## src/rtl/sdram_mon_pkg.sv

```systemverilog
package sdram_mon_pkg;

  typedef enum logic [3:0] {
    CMD_DESEL = 4'd0,
    CMD_NOP   = 4'd1,
    CMD_ACT   = 4'd2,
    CMD_RD    = 4'd3,
    CMD_WR    = 4'd4,
    CMD_PRE   = 4'd5,
    CMD_REF   = 4'd6,
    CMD_MRS   = 4'd7,
    CMD_BST   = 4'd8
  } cmd_e;

  typedef enum logic [2:0] {
    ERR_NONE       = 3'd0,
    ERR_MRS_OPEN   = 3'd1,
    ERR_ACT_EARLY  = 3'd2,
    ERR_COL_CLOSED = 3'd3,
    ERR_COL_TRCD   = 3'd4
  } err_e;

  typedef struct packed {
    logic [2:0] blen;
    logic       btype;
    logic [2:0] clat;
    logic       single_wr;
  } mode_t;

  // Pin levels to command; deselect or clock-enable low means ignore.
  function automatic cmd_e decode_pins(input logic cke, input logic cs_n,
                                       input logic ras_n, input logic cas_n,
                                       input logic we_n);
    cmd_e c;
    if (!cke || cs_n) c = CMD_DESEL;
    else begin
      unique case ({ras_n, cas_n, we_n})
        3'b111:  c = CMD_NOP;
        3'b011:  c = CMD_ACT;
        3'b101:  c = CMD_RD;
        3'b100:  c = CMD_WR;
        3'b010:  c = CMD_PRE;
        3'b001:  c = CMD_REF;
        3'b000:  c = CMD_MRS;
        default: c = CMD_BST;
      endcase
    end
    return c;
  endfunction

  // Field extraction from the low address bits during a mode set.
  function automatic mode_t mode_from_addr(input logic [9:0] a);
    mode_t m;
    m.blen      = a[2:0];
    m.btype     = a[3];
    m.clat      = a[6:4];
    m.single_wr = a[9];
    return m;
  endfunction

endpackage

```

## src/rtl/sdram_cmd_decode.sv

```systemverilog
module sdram_cmd_decode
  import sdram_mon_pkg::*;
(
  input  logic cke,
  input  logic cs_n,
  input  logic ras_n,
  input  logic cas_n,
  input  logic we_n,
  output cmd_e cmd
);
  always_comb cmd = decode_pins(cke, cs_n, ras_n, cas_n, we_n);
endmodule

```

## src/rtl/sdram_bank_tracker.sv

```systemverilog
module sdram_bank_tracker #(
  parameter int BA_W = 2,
  parameter int TRCD = 3
) (
  input  logic                   clk,
  input  logic                   rst_n,
  input  logic                   act_en,
  input  logic                   pre_en,
  input  logic                   pre_all,
  input  logic [BA_W-1:0]        bank_sel,
  output logic [(1<<BA_W)-1:0]   open_vec,
  output logic [(1<<BA_W)-1:0]   ready_vec
);
  localparam int NUM_BANKS = 1 << BA_W;
  localparam int CW        = (TRCD < 2) ? 1 : $clog2(TRCD + 1);
  localparam logic [CW-1:0] LOAD = CW'(TRCD - 1);

  for (genvar b = 0; b < NUM_BANKS; b++) begin : g_bank
    logic          is_sel;
    logic          open_q;
    logic [CW-1:0] wait_q;

    assign is_sel = (bank_sel == BA_W'(b));

    always_ff @(posedge clk) begin
      if (!rst_n) begin
        open_q <= 1'b0;
        wait_q <= '0;
      end else begin
        if (act_en && is_sel) begin
          open_q <= 1'b1;
          wait_q <= LOAD;
        end else begin
          if (pre_en && (pre_all || is_sel)) open_q <= 1'b0;
          if (wait_q != '0) wait_q <= wait_q - 1'b1;
        end
      end
    end

    assign open_vec[b]  = open_q;
    assign ready_vec[b] = (wait_q == '0);
  end
endmodule

```

## src/rtl/sdram_mode_capture.sv

```systemverilog
module sdram_mode_capture
  import sdram_mon_pkg::*;
(
  input  logic       clk,
  input  logic       rst_n,
  input  logic       load,
  input  logic [9:0] addr_lo,
  output mode_t      mode,
  output logic       valid
);
  always_ff @(posedge clk) begin
    if (!rst_n) begin
      mode  <= '0;
      valid <= 1'b0;
    end else if (load) begin
      mode  <= mode_from_addr(addr_lo);
      valid <= 1'b1;
    end
  end
endmodule

```

## src/rtl/sdram_cmd_monitor.sv

```systemverilog
module sdram_cmd_monitor
  import sdram_mon_pkg::*;
#(
  parameter int ADDR_W = 13,
  parameter int BA_W   = 2,
  parameter int TRCD   = 3
) (
  input  logic              clk,
  input  logic              rst_n,
  input  logic              bus_cke,
  input  logic              bus_cs_n,
  input  logic              bus_ras_n,
  input  logic              bus_cas_n,
  input  logic              bus_we_n,
  input  logic [BA_W-1:0]   bus_ba,
  input  logic [ADDR_W-1:0] bus_addr,
  output logic [3:0]        cmd_o,
  output logic              err_o,
  output logic [2:0]        err_code,
  output logic [2:0]        mode_burst_len,
  output logic              mode_burst_type,
  output logic [2:0]        mode_cas_lat,
  output logic              mode_single_write,
  output logic              mode_valid
);
  localparam int NUM_BANKS = 1 << BA_W;

  cmd_e                 cmd_now;
  logic [NUM_BANKS-1:0] open_vec;
  logic [NUM_BANKS-1:0] ready_vec;
  mode_t                mode_q;

  // Named events for the checker.
  logic act_fire, col_fire, pre_fire, mrs_fire;
  logic any_open, sel_open, sel_ready;
  logic viol_mrs, viol_act, viol_closed, viol_trcd, mrs_ok;
  err_e err_next;

  sdram_cmd_decode u_dec (
    .cke(bus_cke), .cs_n(bus_cs_n), .ras_n(bus_ras_n),
    .cas_n(bus_cas_n), .we_n(bus_we_n), .cmd(cmd_now)
  );

  assign act_fire  = (cmd_now == CMD_ACT);
  assign col_fire  = (cmd_now == CMD_RD) || (cmd_now == CMD_WR);
  assign pre_fire  = (cmd_now == CMD_PRE);
  assign mrs_fire  = (cmd_now == CMD_MRS);
  assign any_open  = |open_vec;
  assign sel_open  = open_vec[bus_ba];
  assign sel_ready = ready_vec[bus_ba];

  assign viol_mrs    = mrs_fire && any_open;
  assign mrs_ok      = mrs_fire && !any_open;
  assign viol_act    = act_fire && !mode_valid;
  assign viol_closed = col_fire && !sel_open;
  assign viol_trcd   = col_fire && sel_open && !sel_ready;

  sdram_bank_tracker #(.BA_W(BA_W), .TRCD(TRCD)) u_banks (
    .clk(clk), .rst_n(rst_n),
    .act_en(act_fire), .pre_en(pre_fire), .pre_all(bus_addr[10]),
    .bank_sel(bus_ba), .open_vec(open_vec), .ready_vec(ready_vec)
  );

  sdram_mode_capture u_mode (
    .clk(clk), .rst_n(rst_n), .load(mrs_ok),
    .addr_lo(bus_addr[9:0]), .mode(mode_q), .valid(mode_valid)
  );

  always_comb begin
    err_next = ERR_NONE;
    if      (viol_mrs)    err_next = ERR_MRS_OPEN;
    else if (viol_act)    err_next = ERR_ACT_EARLY;
    else if (viol_closed) err_next = ERR_COL_CLOSED;
    else if (viol_trcd)   err_next = ERR_COL_TRCD;
  end

  always_ff @(posedge clk) begin
    if (!rst_n) begin
      cmd_o    <= 4'(CMD_DESEL);
      err_o    <= 1'b0;
      err_code <= 3'(ERR_NONE);
    end else begin
      cmd_o    <= 4'(cmd_now);
      err_o    <= (err_next != ERR_NONE);
      err_code <= 3'(err_next);
    end
  end

  assign mode_burst_len    = mode_q.blen;
  assign mode_burst_type   = mode_q.btype;
  assign mode_cas_lat      = mode_q.clat;
  assign mode_single_write = mode_q.single_wr;
endmodule

```

## config.mk

```make
export PLATFORM = sky130hd
export DESIGN_NAME = sdram_cmd_monitor
export DESIGN_NICKNAME = d
export VERILOG_FILES = /design/src/rtl/sdram_mon_pkg.sv /design/src/rtl/sdram_cmd_decode.sv /design/src/rtl/sdram_bank_tracker.sv /design/src/rtl/sdram_mode_capture.sv /design/src/rtl/sdram_cmd_monitor.sv
export SDC_FILE = /design/constraint.sdc
export NUM_CORES = 1
export LEC_CHECK = 0
export ABC_AREA = 1
export BUFFER_PORTS_ARGS = -buffer_cell sky130_fd_sc_hd__buf_2
export CAP_MARGIN = 20
export CORE_ASPECT_RATIO = 1.25
export CORE_MARGIN = 2
export CORE_UTILIZATION = 49
export DETAILED_ROUTE_END_ITERATION = 7
export PLACE_DENSITY = 0.85
export RECOVER_POWER = 50
export SYNTH_ARGS = -nofsm -noshare
export SYNTH_HDL_FRONTEND = slang
export SYNTH_SLANG_ARGS = --single-unit
```

## constraint.sdc

```tcl
create_clock -name clk -period 1.5 [get_ports clk]
set_input_delay 0.225 -clock clk [delete_from_list [all_inputs] [get_ports clk]]
set_output_delay 0.225 -clock clk [all_outputs]
set_load 0.02 [all_outputs]
```

==> results of run 1 <==
## cells by family (layout without fill, tap and decap cells)
kind of cell               Yosys count  count (layout)
and+or+nand+nor                    104             104
DFF                                 29              29
adders and majority gates            1               1
buffers and inverters               22              59
AOI/OAI and AO/OA                   16              16
## layer usage
layer  up-vias  track usage  routed length [um]
met5         -            0                   0
met4         0        0.102                  54
met3         7       0.0369                 121
met2        33        0.344                1180
met1       515        0.192                1040
li1        618            -                   -
## area by class of cell
cell class	count	area share
sequential	29	0.396
inverter	17	0.0452
timing repair buffer	34	0.110
clock inverter	2	0.00683
tap	33	0.0282
clock buffer	6	0.0282
multi-input combinational	121	0.386
## stage by stage
stage / utilization / total power [mW] / instance area (um^2)
after floorplan: - / 0.882 / 1240
after global placement: 0.587 / 0.922 / 1420
after detailed placement: 0.587 / 0.925 / 1420
after CTS: 0.608 / 1.35 / 1480
after global routing: 0.604 / 1.40 / 1470
final: 0.604 / 1.34 / 1470
## worst max-delay path, delay by kind of cell, from the launching register on
family | cells | cell delay, ps
buf+inv | 1 | 100
flops | 1 | 340
simple gates | 5 | 750
## how the worst max path moves through the flow
stage / from / slack (ps) / depth (start not counted) / end
after CTS: u_banks.g_bank[0].open_q / 200 / 6 / u_mode.mode[2]
after floorplan: u_banks.g_bank[0].open_q / 440 / 6 / u_mode.mode[0]
after global placement: bus_cs_n / 210 / 9 / u_mode.mode[2]
after detailed placement: bus_cs_n / 180 / 9 / u_mode.mode[2]
final: u_banks.g_bank[0].open_q / 220 / 6 / u_mode.mode[2]
after global routing: u_banks.g_bank[0].open_q / 20 / 6 / u_mode.mode[4]
## registers in the layout, summed over array words and instances (netlist names)
register               count
u_banks.g_bank.open_q      4
err_o                      1
u_mode.mode                8
u_mode.valid               1
cmd_o                      4
err_code                   3
u_banks.g_bank.wait_q      8
## cells in the final DEF (no fill, tap or decap), drive strengths merged, types with 3 or more instances in the layout
cell type and n:
nand3 20, clkbuf 13, o21ai 13, inv 17
nand2 40, nor2 34, a21oi 3, dfxtp 29
buf 27, nor3 9
## where the power goes
group / switching (mW) / internal (mW) / total [mW]
combinational: 0.0826 / 0.0392 / 0.122
clock: 0.252 / 0.178 / 0.430
sequential: 0.00440 / 0.780 / 0.785
==> results.md, run 1 <==
* Critical path, cell by cell: nor2_1 > nand3_1 > nor2_4 > inv_4 > nor2_1 > nor2_1
* Total global routing overflow at 0
* I/O Pins at 39
* Vias per Instance at 4.85
* Peak VDD IR at 0.890 mV
* Setup CP Type: reg -> reg
* Setup tns final at 0 ps
* Worst-margin pin slew at 1100 ps
* Clock sink count at 29
* 1st-pass router iterations at 4
* Worst-path clk slew at 90 ps
* Synth cell count leaders: nand2_1, nor2_1, dfxtp_1
* Post-synth EDFFs at 0
* DIE WIDTH at 49.1 um
* Fill cells at 249
* CTS buffer count at 5
* Post-Syn Area at 1240 um^2
* Gpl congestion at 0.766
* Area of the multi-input gates at 566 um^2
* Row count at 20
* Worst skew pair latency at 310 ps
* Vias in the first global route at 1,074
* Main combinational cell family by area after synthesis: simple AND/OR/NAND/NOR gates
* Dpl ws at 183 ps
* # Post-CTS Setup Buffers at 0
* Pins over their slew limit at 0
* IO buf count at 34
* Hold-fix buffers at CTS at 0
* Slowest stage delay, CP at 340 ps
* Clock skew at 6.56 ps
* H-tree depth at 2
* Synth Flop Type: dfxtp_1
* First-pass GRT wire length at 4.15 mm
* # DRC at 0
* Max Freq at 0.781 GHz
* CP max-delay cell: dfxtp_1
* Fraction of the mapped netlist area in adder cells at 0.00804
* Simple-gate share of the synthesized area at 0.379
* PwrDens at 911 nW/um^2
* Number of max-cap violations at 0
* Synth top area share at 0.466
* # setup viols final at 0
* Synth Area per Inst at 7.24 um^2
* Antenna Nets Post-Route at 0
* R2r endpoint: u_mode.mode[2]
* WHS at 130 ps
* Post-DP HPWL at 1.81 mm
* Distinct cells, synth at 21
* Dpl cells at 234
* Largest cells by area after synthesis: dfxtp_1, nand2_1, nor2_1, nand3_1, o21ai_0
* Worst setup margin at 219 ps
* HP Class: in -> reg
* Synthesis Warnings at 0
* Synth area leader: dfxtp_1
* CTS tree: done
* Cell with the most instances after synthesis: nand2_1
* Synth Area in Compound Gates at 0.0673
* Total Nets Final at 230
* Finished Layout Cells at 242
* Hold Fails Final Rpt at 0
* Syn Inst Count at 172
* Hold Startpoint: bus_addr[6]
* Synth async-reset ratio at 0
* Mapped Nets at 194
* Share of cells above drive strength 1 at 0.220
* # diodes at 0
* Status: finished clean
* Mux cell area share after synthesis at 0
* Reg-to-reg slack, setup at 220 ps
* Die H at 60.4 um
* Final WL at 2.40 mm
* Die ar. at 2960 um^2
* Via count at 1,173
* Slew margin rel. at 0.265
* R2r worst-path depth at 6
* Synth Area in XOR/XNOR at 0
* Largest net degree at the start of global routing at 30
* P_leak at 0.732 nW
* Req. time, crit path at 1710 ps
* Most common cell type on the critical path: nor2_1
* Sequential fraction of the synthesis area at 0.466
* WL/cell at 9.91 um
* Root Driver: clkbuf_4
* Fin crit share at 0.854
* Critical Path AT at 1500 ps
* CP Max Fanout at 9
* Worst Hold Depth at 3
* Final worst path period need at 1280 ps
* CTS resizes at 0
* Clk buf depth at 2
* RSZ-0062 raised after global routing: no
* Core ar. at 2430 um^2
* Startpoint Class: register
* R2R Path Start: u_banks.g_bank[0].open_q
* Register area at 581 um^2
* Initial antenna violation count at 0
* Synth-to-layout area growth at 17.8%
* Initial core utilization at 0.513
* Flip-flop and latch count after synthesis at 29
* Worst Setup End Kind: register
* Initial DRC count at 22
* GRT Total Usage at 0.182
* Hold Path Sink: u_mode.mode[3]
Note: power is estimated with default switching activity, not from simulation.
==> inputs of run 2 (changes only) <==
--- a/config.mk
+++ b/config.mk
@@ -9,7 +9,6 @@
 export BUFFER_PORTS_ARGS = -buffer_cell sky130_fd_sc_hd__buf_2
 export CAP_MARGIN = 20
 export CORE_ASPECT_RATIO = 1.25
-export CORE_MARGIN = 2
 export CORE_UTILIZATION = 49
 export DETAILED_ROUTE_END_ITERATION = 7
 export PLACE_DENSITY = 0.85
==> results.md, run 2 (synthesized netlist as in run 1, its figures left out) <==
* Root Driver: clkbuf_4
* First-pass GRT wire length at 3.98 mm (-4.1%)
* Worst Hold Depth at 3 (unchanged)
* 1st-pass router iterations at 4 (unchanged)
* Most common cell type on the critical path: nor2_1
* Clk buf depth at 2 (unchanged)
* Pins over their slew limit at 0 (unchanged)
* GRT Total Usage at 0.207 (+0.0250)
* Worst skew pair latency at 330 ps (+20 ps)
* Slew margin rel. at 0.300 (+0.0350)
* # DRC at 0 (unchanged)
* Setup tns final at 0 ps (unchanged)
* Status: finished clean
* Critical Path AT at 1500 ps (about the same)
* Top Registers: u_banks.g_bank.wait_q: 8 flops, u_mode.mode: 8 flops
* WL/cell at 9.73 um (-1.9%)
* HP Class: in -> reg
* Slowest stage delay, CP at 340 ps (about the same)
* IO buf count at 34 (unchanged)
* CP Max Fanout at 9 (unchanged)
* Startpoint Class: register
* Share of cells above drive strength 1 at 0.230 (+0.00957)
* Pwr Total at 1.34 mW (+0.26%)
* Final WL at 2.35 mm (-1.9%)
* P_leak at 0.740 nW (+1.2%)
* Max Freq at 0.787 GHz (+0.81%)
* Core ar. at 2430 um^2 (unchanged)
* Peak VDD IR at 0.588 mV (-34%)
* DIE WIDTH at 47.1 um (-4.1%)
* Worst-margin pin slew at 1050 ps (-52.5 ps)
* # setup viols final at 0 (unchanged)
* Hold-fix buffers at CTS at 0 (unchanged)
* Commonest cells after routing, fill and taps aside: nand2_1, nor2_1, dfxtp_1, buf_2, nand3_1
* PwrDens at 912 nW/um^2 (about the same)
* Hold Startpoint: bus_addr[5]
* Req. time, crit path at 1730 ps (+20 ps)
* R2R Path Start: u_banks.g_bank[0].open_q
* CTS buffer count at 5 (unchanged)
* Vias in the first global route at 991 (-7.7%)
* Gpl congestion at 0.824 (+7.5%)
* Number of max-cap violations at 0 (unchanged)
* Antenna Nets Post-Route at 0 (unchanged)
* Synth-to-layout area growth at 18.0%
* Row count at 20 (unchanged)
* Total global routing overflow at 0 (unchanged)
* Worst Setup End Kind: register
* Worst-path clk slew at 90 ps (about the same)
* Via count at 1,175 (+0.17%)
* # Post-CTS Setup Buffers at 0 (unchanged)
* Dpl cells at 234 (unchanged)
* R2r worst-path depth at 6 (unchanged)
* RSZ-0062 raised after global routing: no
* Hold Fails Final Rpt at 0 (unchanged)
* CTS resizes at 0 (unchanged)
* Vias per Instance at 4.86 (+0.17%)
* CP max-delay cell: dfxtp_1
* Setup CP Type: reg -> reg
* Initial DRC count at 22 (unchanged)
* Largest net degree at the start of global routing at 30 (unchanged)
* Critical path, cell by cell: nor2_1 > nand3_1 > nor2_4 > inv_4 > nor2_1 > nor2_1
* R2r endpoint: u_mode.mode[4]
* Fill cells at 255 (+2.4%)
* Die ar. at 2750 um^2 (-7.3%)
* Die H at 58.4 um (-3.3%)
* H-tree depth at 2 (unchanged)
* Clock skew at 9.05 ps (+2.48 ps)
* Finished Layout Cells at 242 (unchanged)
* Clock sink count at 29 (unchanged)
* Reg-to-reg slack, setup at 230 ps (about the same)
* CTS tree: done
* Most common cell after layout, fill and taps aside: nand2_1
* Initial antenna violation count at 0 (unchanged)
* Post-DP HPWL at 1.77 mm (-1.9%)
* Final worst path period need at 1270 ps (-10.3 ps)
* Fin crit share at 0.847 (-0.00689)
* Initial core utilization at 0.513 (unchanged)
* Total Nets Final at 230 (unchanged)
* # diodes at 0 (unchanged)
* Hold Path Sink: u_mode.mode[2]
* I/O Pins at 39 (unchanged)
run 2: worst max path at each step:
stage | cells after the start | slack (ps) | end | startpoint
after floorplan | 6 | 440 | u_mode.mode[0] | u_banks.g_bank[0].open_q
after CTS | 6 | 220 | u_mode.mode[4] | u_banks.g_bank[0].open_q
final | 6 | 230 | u_mode.mode[4] | u_banks.g_bank[0].open_q
after global routing | 6 | 30 | u_mode.mode[7] | u_banks.g_bank[0].open_q
after global placement | 9 | 210 | u_mode.mode[4] | bus_cs_n
after detailed placement | 9 | 180 | u_mode.mode[5] | bus_cs_n
run 2: through the flow:
| stage | utilization | cell area (um^2) | setup slack (ps) | hold slack (ps) |
|---|---|---|---|---|
| 6_report | 0.605 | 1470 | 229 | 111 |
| 5_1_grt | 0.605 | 1470 | 35.0 | 118 |
| 4_1_cts | 0.608 | 1480 | 222 | 98.3 |
| 3_5_place_dp | 0.587 | 1420 | 178 | 444 |
| 3_3_place_gp | 0.587 | 1420 | 210 | 438 |
| 2_1_floorplan | - | 1240 | 441 | 360 |
run 2: area by class of cell:
class | count | area, um^2 | share of cell area
Sequential cell | 29 | 581 | 0.395
Multi-Input combinational cell | 121 | 566 | 0.385
Timing Repair Buffer | 34 | 164 | 0.112
Inverter | 17 | 66.3 | 0.0451
Clock buffer | 6 | 41.3 | 0.0281
Tap cell | 33 | 41.3 | 0.0281
Clock inverter | 2 | 10.0 | 0.00681
run 2: layer usage:
layer / up-vias / wire, um / GRT usage
li1: 621 / - / -
met1: 517 / 1010 / 0.225
met2: 32 / 1190 / 0.353
met3: 5 / 97 / 0.0460
met4: 0 / 61 / 0.122
met5: - / 0 / 0
run 2: critical path, delay by kind of cell, from the launching register on:
kind,cells,cell delay [ps]
buffers and inverters,1,100
flip-flops,1,340
AND/OR/NAND/NOR,5,740
run 2: power breakdown:
part / switching [mW] / internal (mW) / leakage [nW] / total (mW)
Sequential: 0.00432 / 0.780 / 0.234 / 0.784
Combinational: 0.0815 / 0.0394 / 0.474 / 0.121
Clock: 0.256 / 0.178 / 0.0320 / 0.434
Total: 0.342 / 0.997 / 0.740 / 1.34
==> inputs of run 3 (changes only) <==
==> constraint.sdc (replaced) <==
create_clock -name clk -period 1.3 [get_ports clk]
set_input_delay 0.195 -clock clk [delete_from_list [all_inputs] [get_ports clk]]
set_output_delay 0.195 -clock clk [all_outputs]
set_load 0.02 [all_outputs]
==> results.md, run 3 (synthesized netlist as in run 1, its figures left out) <==
* Top Registers: u_banks.g_bank.wait_q: 8 flops, u_mode.mode: 8 flops
* Dpl ws at 56.9 ps (-121 ps)
* PwrDens at 1040 nW/um^2 (+14%)
* RSZ-0062 raised after global routing: no
* Startpoint Class: register
* P_leak at 0.762 nW (+2.9%)
* Hold Path Sink: u_mode.mode[2]
* Setup CP Type: reg -> reg
* Status: finished clean
* R2r worst-path depth at 6 (unchanged)
* Most common cell after layout, fill and taps aside: nand2_1
* CTS tree: done
* Final core occ at 0.616 (+0.0108)
* Total global routing overflow at 0 (unchanged)
* Initial antenna violation count at 0 (unchanged)
* DIE WIDTH at 47.1 um (unchanged)
* Worst skew pair latency at 330 ps (about the same)
* Max Freq at 0.847 GHz (+7.6%)
* HP Class: in -> reg
* CTS buffer count at 5 (unchanged)
* # setup viols final at 0 (unchanged)
* I/O Pins at 39 (unchanged)
* Core ar. at 2430 um^2 (unchanged)
* Worst-path clk slew at 90 ps (about the same)
* Hold Fails Final Rpt at 0 (unchanged)
* Pwr Total at 1.55 mW (+16%)
* Gpl congestion at 0.802 (-2.6%)
* Synth-to-layout area growth at 20.1%
* Via count at 1,202 (+2.3%)
* Clk buf depth at 2 (unchanged)
* Clock sink count at 29 (unchanged)
* Critical Path AT at 1460 ps (-40 ps)
* Reg-to-reg slack, setup at 120 ps (-110 ps)
* H-tree depth at 2 (unchanged)
* Root Driver: clkbuf_4
* Worst setup margin at 119 ps (-110 ps)
* GRT Total Usage at 0.208 (+0.000358)
* Initial DRC count at 23 (+4.5%)
* Hold-fix buffers at CTS at 0 (unchanged)
* IO buf count at 34 (unchanged)
* Worst Setup End Kind: register
* WL/cell at 9.54 um (-1.9%)
* Initial core utilization at 0.513 (unchanged)
* Pins over their slew limit at 0 (unchanged)
* Worst-margin pin slew at 277 ps (-773 ps)
* Peak VDD IR at 0.770 mV (+31%)
* 1st-pass router iterations at 4 (unchanged)
* Req. time, crit path at 1580 ps (-150 ps)
* Row count at 20 (unchanged)
* Vias in the first global route at 1,024 (+3.3%)
* WHS at 80.4 ps (-30.1 ps)
* Fin crit share at 0.908 (+0.0613)
* Worst Hold Depth at 3 (unchanged)
* Die ar. at 2750 um^2 (unchanged)
* Total Nets Final at 235 (+2.2%)
* Vias per Instance at 4.87 (+0.23%)
* CP Max Fanout at 8 (-1)
* First-pass GRT wire length at 4.07 mm (+2.3%)
* Clock skew at 8.88 ps (-0.166 ps)
* # DRC at 0 (unchanged)
* Hold Startpoint: bus_addr[5]
* Commonest cells after routing, fill and taps aside: nand2_1, nor2_1, dfxtp_1
* Setup tns final at 0 ps (unchanged)
* # diodes at 0 (unchanged)
* R2R Path Start: u_banks.g_bank[1].open_q
* R2r endpoint: u_mode.mode[2]
* Number of max-cap violations at 0 (unchanged)
* Slew margin rel. at 0.815 (+0.516)
* Largest net degree at the start of global routing at 17 (-43%)
* Final worst path period need at 1180 ps (-89.8 ps)
* Post-DP HPWL at 1.82 mm (+2.7%)
* Die H at 58.4 um (unchanged)
* Share of cells above drive strength 1 at 0.215 (-0.0147)
* Final WL at 2.36 mm (+0.13%)
* Antenna Nets Post-Route at 0 (unchanged)
## run 3: cell count changes in the layout (fill, tap and decap cells not counted), sizes merged
cell	change
buf	+2
clkbuf	+3
## run 3: layout make-up
type	count	area, um^2
fill	240	932
sequential	29	581
multi-input combinational	121	551
timing repair buffer	39	205
inverter	17	66.3
clock buffer	6	41.3
tap	33	41.3
clock inverter	2	10.0
## run 3: worst max-delay path by stage
stage	start	end	slack, ps	cells after the start
global route	u_banks.g_bank[1].open_q	u_mode.mode[3]	9	6
global placement	u_banks.g_bank[1].open_q	u_mode.mode[4]	60	6
CTS	u_banks.g_bank[1].open_q	u_mode.mode[7]	60	6
finish	u_banks.g_bank[1].open_q	u_mode.mode[2]	120	6
floorplan	u_banks.g_bank[0].open_q	u_mode.mode[0]	240	6
detailed placement	bus_cs_n	u_mode.mode[7]	60	9
## run 3: report_power, final
| group | internal [mW] | total (mW) | leakage, nW | switching [mW] |
|---|---|---|---|---|
| logic | 0.0523 | 0.146 | 0.496 | 0.0941 |
| registers | 0.900 | 0.905 | 0.234 | 0.00466 |
| clock network | 0.205 | 0.498 | 0.0320 | 0.293 |
| total | 1.16 | 1.55 | 0.762 | 0.392 |
## run 3: what timing repair did
| action | 4_1_cts | 5_1_grt |
|---|---|---|
| setup endpoints to repair | 0 | 8 |
| setup buffers | 0 | 1 |
| resized for setup | 0 | 1 |
## run 3: through the flow
step           instance area (um^2)  std cells
4_1_cts                        1520        246
3_3_place_gp                   1470        238
2_1_floorplan                  1240        172
6_report                       1500        247
5_1_grt                        1500        247
3_5_place_dp                   1470        238
## run 3: metal layers
layer,vias to the layer above,track usage,share of wire
li1,626,-,-
met1,527,0.228,0.43
met2,41,0.339,0.49
met3,8,0.0767,0.055
met4,0,0.106,0.026
met5,-,0,0
## run 3: critical path, stage by stage (launching register included)
cell and delay, ps:
dfxtp_1 340, nor2_1 140, nand3_2 130, nor2_4 210, buf_4 150, o21ai_0 70
nor2_1 90
